==> config.mk <==
export PLATFORM = sky130hd
export DESIGN_NAME = pixel_write_unit
export DESIGN_NICKNAME = d
export VERILOG_FILES = /design/src/rtl/pwu_pkg.sv /design/src/rtl/pwu_cfg_regs.sv /design/src/rtl/pwu_rop_lane.sv /design/src/rtl/pwu_depth_test.sv /design/src/rtl/pixel_write_unit.sv
export SDC_FILE = /design/constraint.sdc
export NUM_CORES = 1
export LEC_CHECK = 0
export ABC_AREA = 1
export BUFFER_PORTS_ARGS = -buffer_cell sky130_fd_sc_hd__buf_2
export CORE_ASPECT_RATIO = 0.75
export CORE_MARGIN = 2
export CORE_UTILIZATION = 40
export CTS_BUF_LIST = sky130_fd_sc_hd__clkbuf_4
export DETAILED_ROUTE_END_ITERATION = 12
export GPL_TIMING_DRIVEN = 0
export PLACE_DENSITY = 0.58
export SLEW_MARGIN = 20
export SYNTH_ARGS = -nofsm -noshare
export SYNTH_HDL_FRONTEND = slang
export SYNTH_SLANG_ARGS = --single-unit
==> constraint.sdc <==
create_clock -name clk -period 3.48 [get_ports clk]
set_input_delay 0.522 -clock clk [delete_from_list [all_inputs] [get_ports clk]]
set_output_delay 0.522 -clock clk [all_outputs]
set_load 0.05 [all_outputs]
==> src/rtl/pwu_pkg.sv <==
package pwu_pkg;

    // Raster operation codes; bit 0 of the additive family is the carry-in.
    typedef enum logic [5:0] {
        ROP_ADD      = 6'h00,
        ROP_ADD_C    = 6'h01,
        ROP_BSUBA_M1 = 6'h02,
        ROP_BSUBA    = 6'h03,
        ROP_ASUBB_M1 = 6'h04,
        ROP_ASUBB    = 6'h05,
        ROP_NSUM     = 6'h06,
        ROP_NSUM_C   = 6'h07,
        ROP_NAND     = 6'h18,
        ROP_A_OR_NB  = 6'h1A,
        ROP_NA_OR_B  = 6'h1C,
        ROP_OR       = 6'h1E,
        ROP_XNOR     = 6'h20,
        ROP_XOR      = 6'h22,
        ROP_AND      = 6'h28,
        ROP_NA_AND_B = 6'h2A,
        ROP_A_AND_NB = 6'h2C,
        ROP_NOR      = 6'h2E,
        ROP_ONES     = 6'h30,
        ROP_NOT_B    = 6'h32,
        ROP_PASS_B   = 6'h36,
        ROP_ZEROS    = 6'h38,
        ROP_NOT_A    = 6'h3C,
        ROP_PASS_A   = 6'h3E
    } rop_code_e;

    // Depth compare selector (note the non-monotonic code assignment).
    typedef enum logic [1:0] {
        ZCMP_GE = 2'b00,
        ZCMP_GT = 2'b01,
        ZCMP_LT = 2'b10,
        ZCMP_EQ = 2'b11
    } zcmp_sel_e;

    // Depth write policy.
    typedef enum logic [1:0] {
        ZPOL_TEST_BOTH  = 2'd0,
        ZPOL_TEST_FRAME = 2'd1,
        ZPOL_ALL_BOTH   = 2'd2,
        ZPOL_ALL_FRAME  = 2'd3
    } zpol_e;

    // Configuration register addresses.
    typedef enum logic [1:0] {
        CFG_ROP   = 2'd0,
        CFG_DEPTH = 2'd1,
        CFG_MASK  = 2'd2,
        CFG_SPARE = 2'd3
    } cfg_addr_e;

endpackage

==> src/rtl/pwu_cfg_regs.sv <==
module pwu_cfg_regs
    import pwu_pkg::*;
#(
    parameter int CFG_W = 24,
    parameter int MASK_W = 24
) (
    input  logic              clk,
    input  logic              rst_n,
    input  logic              cfg_we,
    input  logic [1:0]        cfg_addr,
    input  logic [CFG_W-1:0]  cfg_data,
    output logic [5:0]        rop_q,
    output zcmp_sel_e         zsel_q,
    output logic              zoff_q,
    output zpol_e             zpol_q,
    output logic [MASK_W-1:0] mask_q
);

    localparam logic [5:0] ROP_RESET = ROP_PASS_A;

    always_ff @(posedge clk or negedge rst_n) begin
        if (!rst_n) begin
            rop_q  <= ROP_RESET;
            zsel_q <= ZCMP_GE;
            zoff_q <= 1'b0;
            zpol_q <= ZPOL_TEST_BOTH;
            mask_q <= '1;
        end else if (cfg_we) begin
            unique case (cfg_addr_e'(cfg_addr))
                CFG_ROP: begin
                    rop_q <= cfg_data[5:0];
                end
                CFG_DEPTH: begin
                    zsel_q <= zcmp_sel_e'(cfg_data[1:0]);
                    zoff_q <= cfg_data[2];
                    zpol_q <= zpol_e'(cfg_data[4:3]);
                end
                CFG_MASK: begin
                    mask_q <= cfg_data[MASK_W-1:0];
                end
                CFG_SPARE: begin
                    rop_q <= rop_q;
                end
            endcase
        end
    end

endmodule

==> src/rtl/pwu_rop_lane.sv <==
module pwu_rop_lane
    import pwu_pkg::*;
#(
    parameter int W = 8
) (
    input  logic [5:0]   op,
    input  logic [W-1:0] a,
    input  logic [W-1:0] b,
    output logic [W-1:0] y
);

    logic [W-1:0] opa;
    logic [W-1:0] opb;
    logic [W-1:0] cin;
    logic         is_arith;

    always_comb begin
        is_arith = (op[5:3] == 3'b000);
        opa      = op[1] ? ~a : a;
        opb      = op[2] ? ~b : b;
        cin      = {{(W-1){1'b0}}, op[0]};
        y        = b;
        if (is_arith) begin
            y = opa + opb + cin;
        end else begin
            case (rop_code_e'(op))
                ROP_AND:      y = a & b;
                ROP_OR:       y = a | b;
                ROP_XOR:      y = a ^ b;
                ROP_XNOR:     y = ~(a ^ b);
                ROP_NAND:     y = ~(a & b);
                ROP_NOR:      y = ~(a | b);
                ROP_NA_AND_B: y = ~a & b;
                ROP_A_AND_NB: y = a & ~b;
                ROP_NA_OR_B:  y = ~a | b;
                ROP_A_OR_NB:  y = a | ~b;
                ROP_PASS_A:   y = a;
                ROP_NOT_A:    y = ~a;
                ROP_PASS_B:   y = b;
                ROP_NOT_B:    y = ~b;
                ROP_ZEROS:    y = '0;
                ROP_ONES:     y = '1;
                default:      y = b;
            endcase
        end
    end

endmodule

==> src/rtl/pwu_depth_test.sv <==
module pwu_depth_test
    import pwu_pkg::*;
#(
    parameter int DEPTH_W = 16
) (
    input  logic [DEPTH_W-1:0] znew,
    input  logic [DEPTH_W-1:0] zold,
    input  zcmp_sel_e          zsel,
    input  logic               zoff,
    input  zpol_e              zpol,
    output logic               fb_en,
    output logic               zb_en
);

    logic cmp_ok;
    logic pass;

    always_comb begin
        unique case (zsel)
            ZCMP_GE: cmp_ok = (znew >= zold);
            ZCMP_GT: cmp_ok = (znew >  zold);
            ZCMP_LT: cmp_ok = (znew <  zold);
            ZCMP_EQ: cmp_ok = (znew == zold);
        endcase
        pass = zoff | cmp_ok;
    end

    always_comb begin
        unique case (zpol)
            ZPOL_TEST_BOTH:  begin fb_en = pass; zb_en = pass; end
            ZPOL_TEST_FRAME: begin fb_en = pass; zb_en = 1'b0; end
            ZPOL_ALL_BOTH:   begin fb_en = 1'b1; zb_en = 1'b1; end
            ZPOL_ALL_FRAME:  begin fb_en = 1'b1; zb_en = 1'b0; end
        endcase
    end

endmodule

==> src/rtl/pixel_write_unit.sv <==
module pixel_write_unit
    import pwu_pkg::*;
#(
    parameter int CH_W    = 8,
    parameter int NUM_CH  = 3,
    parameter int DEPTH_W = 16
) (
    input  logic                     clk,
    input  logic                     rst_n,
    input  logic                     cfg_we,
    input  logic [1:0]               cfg_addr,
    input  logic [CH_W*NUM_CH-1:0]   cfg_data,
    input  logic                     pix_valid,
    input  logic [CH_W*NUM_CH-1:0]   pix_src,
    input  logic [CH_W*NUM_CH-1:0]   pix_dst,
    input  logic [DEPTH_W-1:0]       pix_znew,
    input  logic [DEPTH_W-1:0]       pix_zold,
    output logic                     out_valid,
    output logic [CH_W*NUM_CH-1:0]   out_color,
    output logic [DEPTH_W-1:0]       out_depth,
    output logic                     fb_we,
    output logic                     zb_we
);

    localparam int PIX_W = CH_W * NUM_CH;

    logic [5:0]       rop_q;
    zcmp_sel_e        zsel_q;
    logic             zoff_q;
    zpol_e            zpol_q;
    logic [PIX_W-1:0] mask_q;
    logic [PIX_W-1:0] rop_res;
    logic [PIX_W-1:0] color_d;
    logic             fb_en;
    logic             zb_en;

    pwu_cfg_regs #(
        .CFG_W  (PIX_W),
        .MASK_W (PIX_W)
    ) cfg_i (
        .clk      (clk),
        .rst_n    (rst_n),
        .cfg_we   (cfg_we),
        .cfg_addr (cfg_addr),
        .cfg_data (cfg_data),
        .rop_q    (rop_q),
        .zsel_q   (zsel_q),
        .zoff_q   (zoff_q),
        .zpol_q   (zpol_q),
        .mask_q   (mask_q)
    );

    for (genvar ch = 0; ch < NUM_CH; ch++) begin : g_lane
        pwu_rop_lane #(.W(CH_W)) lane_i (
            .op (rop_q),
            .a  (pix_src[ch*CH_W +: CH_W]),
            .b  (pix_dst[ch*CH_W +: CH_W]),
            .y  (rop_res[ch*CH_W +: CH_W])
        );
    end

    pwu_depth_test #(.DEPTH_W(DEPTH_W)) depth_i (
        .znew  (pix_znew),
        .zold  (pix_zold),
        .zsel  (zsel_q),
        .zoff  (zoff_q),
        .zpol  (zpol_q),
        .fb_en (fb_en),
        .zb_en (zb_en)
    );

    always_comb begin
        color_d = (rop_res & mask_q) | (pix_dst & ~mask_q);
    end

    always_ff @(posedge clk or negedge rst_n) begin
        if (!rst_n) begin
            out_valid <= 1'b0;
            out_color <= '0;
            out_depth <= '0;
            fb_we     <= 1'b0;
            zb_we     <= 1'b0;
        end else begin
            out_valid <= pix_valid;
            out_color <= color_d;
            out_depth <= pix_znew;
            fb_we     <= pix_valid & fb_en;
            zb_we     <= pix_valid & zb_en;
        end
    end

endmodule

; ---- Word level (Yosys, flattened, before mapping)
; Cells that the tools add are included.
[word_totals]
reg_bits = 78
wordCells = 111
out_inout_bits = 43
[op_classes]
n_mux = 15
n_eq_ne = 24
add_sub_neg = 6
n_reduce_logical = 10
bitwise = 43
order_cmp = 3
[op_table]
columns = op, n
row1 = 8-bit case mux with 15 select lines, 3
row2 = 8-bit NOT, 15
row3 = 8-bit bitwise AND, 9
row4 = 8-bit two-way mux, 9
row5 = 8-bit bitwise OR, 9
row6 = 6-bit equality test (second input constant), 11
row7 = 24-bit bitwise AND, 2
row8 = 8-bit by 1-bit adder with 8-bit output, 3
row9 = 8-bit adder, 3
row10 = 6-bit by 5-bit equality test with 1-bit output (second input constant), 4
row11 = 24-bit NOT, 1
row12 = 24-bit bitwise OR, 1
row13 = 8-bit XOR, 3
row14 = 16-bit equality test, 1
row15 = 16-bit greater-or-equal comparator, 1
row16 = 16-bit greater-than comparator, 1
row17 = 16-bit less-than comparator, 1
row18 = 2-bit equality test (second input constant), 5
row19 = 2-bit by 1-bit equality test with 1-bit output (second input constant), 3
row20 = 2-bit logical NOT, 3
row21 = 2-bit AND reduction, 3
row22 = 2-bit OR reduction, 3
row23 = 1-bit case mux with 4 select lines, 1
row24 = 3-bit logical NOT, 1
row25 = other kinds (4), 5

; ---- Logic depth before layout (Yosys ltp)
[depth]
depth_word = 7
depth_mapped = 17
depth_no_buf = 17

; ---- Hierarchy
; From an unflattened synthesis, not the netlist that was laid out.
[hier_totals]
hier_cells = 1751
hier_area_um2 = 10971.8
[modules_own_cells]
columns = module, cells_each, instances, area_per_inst_um2
row1 = pwu_rop_lane at g_lane[1].lane_i ..., 456, 2, 2467.4
row2 = pwu_rop_lane at g_lane[0].lane_i, 453, 1, 2474.9
row3 = pwu_cfg_regs, 158, 1, 1586.5
row4 = pixel_write_unit, 143, 1, 1451.4
row5 = pwu_depth_test, 85, 1, 524.3

; ---- Worst setup path after synthesis
; No wires, ideal clock.
[synth_path]
path_kind = reg-to-reg
from = register cfg_i.rop_q[1]
to = register out_color[14]
path_stages_with_launch = 18
setup_ns = 0.076
slack_ns = 0.743
arrival_ns = 2.661
path_cell_list = dfstp_2 buf_4 buf_1 xnor2_1 fa_1 inv_1 fa_1 nand3_1 nand2_1 nand2_1 nand2_1 a21oi_1 nor2_1 nor2_1 nand2_1 nand2_1 nand2_1 o21ai_1
[synth_between]
elab_chain_cells = 6
word_cells_on_any_way = 22
[synth_lines]
columns = element, line
row1 = "start, declared", pwu_cfg_regs.sv:12  ; output logic [5:0] rop_q,
row2 = "start signal, assigned", pwu_cfg_regs.sv:31  ; rop_q <= cfg_data[5:0];
row3 = "start signal, assigned", pwu_cfg_regs.sv:42  ; rop_q <= rop_q;
row4 = 8-bit two-way mux, pwu_rop_lane.sv:19  ; opa = op[1] ? ~a : a;
row5 = 8-bit adder, pwu_rop_lane.sv:24  ; y = opa + opb + cin;
row6 = 8-bit by 1-bit adder with 8-bit output, pwu_rop_lane.sv:24
row7 = 8-bit two-way mux (*), pwu_rop_lane.sv:23  ; if (is_arith) begin
row8 = 24-bit bitwise AND (*), pixel_write_unit.sv:73  ; color_d = (rop_res & mask_q) | (pix_dst & ~mask_q);
row9 = 24-bit bitwise OR (*), pixel_write_unit.sv:73
row10 = named net color_d[14], pixel_write_unit.sv:33  ; logic [PIX_W-1:0] color_d;
row11 = "end signal, assigned", pixel_write_unit.sv:85  ; out_color <= color_d;
row12 = "end, declared", pixel_write_unit.sv:19  ; output logic [CH_W*NUM_CH-1:0] out_color,
; Mark *: on every way through the listed nets, which the timed path passes. The rest lies on a longest branch.
; A chain may end at the register's enable or synchronous reset.

; ---- Final worst setup path
; Ends and elaborated chain as after synthesis.

==> impl_metrics.csv <==
group,metric,value,unit
cts,h_tree_level_count,3,
sta,timing.max_slew.rel_slack,0.383,
synthesis,post_synth_most_frequent_cells,"sky130_fd_sc_hd__nand2_1, sky130_fd_sc_hd__inv_1, sky130_fd_sc_hd__ha_1, sky130_fd_sc_hd__nor2_1, sky130_fd_sc_hd__o21ai_0",
die,die_w,174,µm
cts,tritoncts_sinks,78,
cts,cts_root_buffer,"sky130_fd_sc_hd__clkbuf_4",
synthesis,yosys_register_bits,78,
worst_hold_path,hold_path_depth,1,
run_status,outcome,"completed",
synthesis,syn-num-nets,1478,
worst_hold_path,hold_ep,"out_depth[8]",
grt,grt_first_pass_wirelength,45300,µm
sta,setup_viol_count_final,0,
routing,dr_total_vias,8631,
synthesis,yosysTopAreaCell,"sky130_fd_sc_hd__ha_1",
setup_path,rr_endpoint,"out_color[14]",
sta,highest_clock_rate,317,MHz
sta,timing_max_transition_violations_final,0,
placement,finalWeightedCongestion,0.944,
worst_hold_path,worst_hold_path_type,"in2reg",
setup_path,launch_instance_of_the_worst_register_to_register_path,"cfg_i.rop_q[1]",
setup_path,critical_path_peak_fanout,10,
setup_path,timing.setup.critical_path_class,"reg2reg",
setup_path,r2r_setup_slk,330,ps
placement,placed_cells_incl_taps,1673,
sta,min_period_over_period,0.905,
synthesis,synthFlopType,"sky130_fd_sc_hd__dfrtp_1",
setup_path,timing.critical_path.required,3940,ps
cts,insertion_delay,520,ps
setup_path,critical_path.startpoint_type,"flop",
setup_path,reg2reg_depth,17,
flow_run,max_capacitance_violation_count,0,
synthesis,yosys.cell_count.top_type,"sky130_fd_sc_hd__nand2_1",
sta,timing_worst_slew_pin_value,926,ps
die,coreArea,21200,µm²
routing,detailed_routing_iteration_count_for_the_pre_antenna_repair_pass,5,
sta,setup_tns,0,ps
grt,grt_antenna_before_repair,1,
die,die_height,131,µm
cts,clk_transition_reported_paths,180,ps
power_and_ir_drop,static-leakage-power,5.20,nW
placement,io_buffer_count,152,
routing,wirelength,29000,µm
cells_and_area,post_layout_nonfiller_instances,1689,
cts,clock_tree.buffer_depth,2,
cells_and_area,syn_to_final_growth,15.1,%
routing,route.detailed.vias_per_inst,5.11,
synthesis,avgSynthCellArea,7.01,µm²
setup_path,cp-end-kind,"flop",
placement,dp.final_hpwl,21700,µm
die,rows,46,
routing,wl_per_cell,17.2,µm
grt,grt_overflow,0,
sta,finClkSkew,28.4,ps
routing,post-route-drc-count,0,
synthesis,synth_enable_flop_cells,0,
power_and_ir_drop,totalPowerFinal,4.00,mW
die,initial_core_util,0.408,
grt,grt_max_degree,54,
synthesis,synthArstFlopShare,1.00,
synthesis,syn-cell-area,8640,µm²
routing,dr.first_iter.drc_count,843,
die,dieArea,22800,µm²
cts,cts-buffers-inserted,9,
cells_and_area,post_route_cells_drive_above_1_share,0.198,
worst_hold_path,holdCritStartpoint,"pix_znew[8]",
cells_and_area,fillCellCount,2258,
sta,setup_repair_after_global_routing_missed_its_margin,"no",
synthesis,ys_warn_count,0,
grt,groute.usage.overall,0.256,
synthesis,netlist-cell-type-count,39,
synthesis,synth.yosys.seq_area_share,0.230,
synthesis,synth_cells,1232,
synthesis,synth_largest_type_area_fraction,0.188,
setup_path,critical_path_arrival,3610,ps
routing,ant_nets,0,
grt,number_of_global_route_vias_before_repair,8095,
sta,finalHoldViolCount,0,
power_and_ir_drop,worst_ir_drop_vdd,270,µV
sta,final_period_minus_worst_setup_slack,3150,ps
cells_and_area,finalCoreUtilization,0.469,
placement,pre_cts_ws,47.4,ps
cts,tritoncts,"yes",
power_and_ir_drop,power_per_cell_area,402,nW/µm²
cells_and_area,num-nets-final,1641,
synthesis,synth.area.top_cells,"sky130_fd_sc_hd__ha_1, sky130_fd_sc_hd__nand2_1, sky130_fd_sc_hd__dfrtp_1, sky130_fd_sc_hd__dfstp_2, sky130_fd_sc_hd__inv_1",
sta,layout_setup_ws,329,ps
die,io_pins,153,
[power breakdown]
group | internal [mW] | total [mW] | switching, mW
sequential | 1.11 | 1.19 | 0.0794
combinational | 0.700 | 2.20 | 1.50
clock | 0.172 | 0.611 | 0.439
total | 1.98 | 4.00 | 2.01
[layout by cell type, fill, tap and decap left out, types with 22 or more instances in the layout]
cell type,synthesis,layout
sky130_fd_sc_hd__nand2_1,350,350
sky130_fd_sc_hd__o21ai_0,69,69
sky130_fd_sc_hd__ha_1,130,130
sky130_fd_sc_hd__dfrtp_1,49,49
sky130_fd_sc_hd__nand3_1,37,37
sky130_fd_sc_hd__o22ai_1,42,42
sky130_fd_sc_hd__a21oi_1,67,67
sky130_fd_sc_hd__buf_2,12,163
sky130_fd_sc_hd__inv_1,157,157
sky130_fd_sc_hd__nand4_1,22,22
sky130_fd_sc_hd__dfstp_2,29,29
sky130_fd_sc_hd__xor2_1,38,38
sky130_fd_sc_hd__nor2_1,87,87
[cell families after synthesis]
kind of cell / share of synthesized area
simple gates: 0.266
compound gates: 0.135
buf+inv: 0.0947
fa+ha+maj: 0.202
flops: 0.230
xor+xnor: 0.0517
mux: 0.0196
[critical path, cell delays in order (launching register included)]
cell and delay, ps:
sky130_fd_sc_hd__dfstp_2 550, sky130_fd_sc_hd__buf_4 190, sky130_fd_sc_hd__clkbuf_2 430, sky130_fd_sc_hd__xnor2_1 200, sky130_fd_sc_hd__fa_1 200, sky130_fd_sc_hd__inv_1 90
sky130_fd_sc_hd__fa_1 550, sky130_fd_sc_hd__nand3_1 110, sky130_fd_sc_hd__nand2_1 80, sky130_fd_sc_hd__nand2_1 90, sky130_fd_sc_hd__nand2_1 60, sky130_fd_sc_hd__a21oi_1 150
sky130_fd_sc_hd__nor2_1 60, sky130_fd_sc_hd__nor2_1 80, sky130_fd_sc_hd__nand2_1 60, sky130_fd_sc_hd__nand2_1 80, sky130_fd_sc_hd__nand2_1 50, sky130_fd_sc_hd__o21ai_1 60
[stage by stage]
| stage | hold slack, ps | instance area [µm²] |
|---|---|---|
| floorplan | 226 | 8640 |
| global placement | 423 | 9760 |
| detailed placement | 426 | 9790 |
| CTS | 82.0 | 9940 |
| global route | 78.8 | 9940 |
| finish | 101 | 9940 |
[final cells by class]
class                      instances  area (µm²)  share of cell area
multi-input combinational        954        5830               0.587
sequential                        78        1990               0.200
timing repair buffer             154         801              0.0806
inverter                         162         608              0.0612
tap                              288         360              0.0363
buffer                            36         205              0.0206
clock inverter                     7        75.1             0.00755
clock buffer                       9        67.6             0.00680
antenna                            1        2.50            0.000252
[what timing repair did]
action                                  4_1_cts  5_1_grt
gates resized for setup                       0        4
setup buffers                                 0        0
endpoints found under the setup margin        1        7
hold buffers                                  1        0
hold endpoints to repair                     14        0
[registers in the layout, summed over array words and instances, names as in the netlist]
| register | cells |
|---|---|
| cfg_i.rop_q | 6 |
| cfg_i.zpol_q | 2 |
| fb_we | 1 |
| cfg_i.zoff_q | 1 |
| out_depth | 16 |
| cfg_i.mask_q | 24 |
| out_color | 24 |
| zb_we | 1 |
| cfg_i.zsel_q | 2 |
| out_valid | 1 |
[routing by layer]
layer	GRT usage	wire [µm]	share of wire	vias up
met3	0.0454	2260	0.078	42
met5	0	0	0	-
met1	0.378	14100	0.49	3951
met2	0.383	12100	0.42	329
li1	-	-	-	4309
met4	0.0672	584	0.020	0
[how the worst max path moves through the flow]
| stage | slack [ps] | startpoint | depth (start not counted) | to |
|---|---|---|---|---|
| floorplan | 740 | cfg_i.rop_q[1] | 17 | out_color[14] |
| global placement | 60 | cfg_i.rop_q[1] | 17 | out_color[14] |
| detailed placement | 50 | cfg_i.rop_q[1] | 17 | out_color[14] |
| CTS | 3 | cfg_i.rop_q[1] | 17 | out_color[14] |
| global route | 20 | cfg_i.rop_q[1] | 17 | out_color[14] |
| finish | 330 | cfg_i.rop_q[1] | 17 | out_color[14] |
No activity file was read; power rests on OpenSTA's default activity.
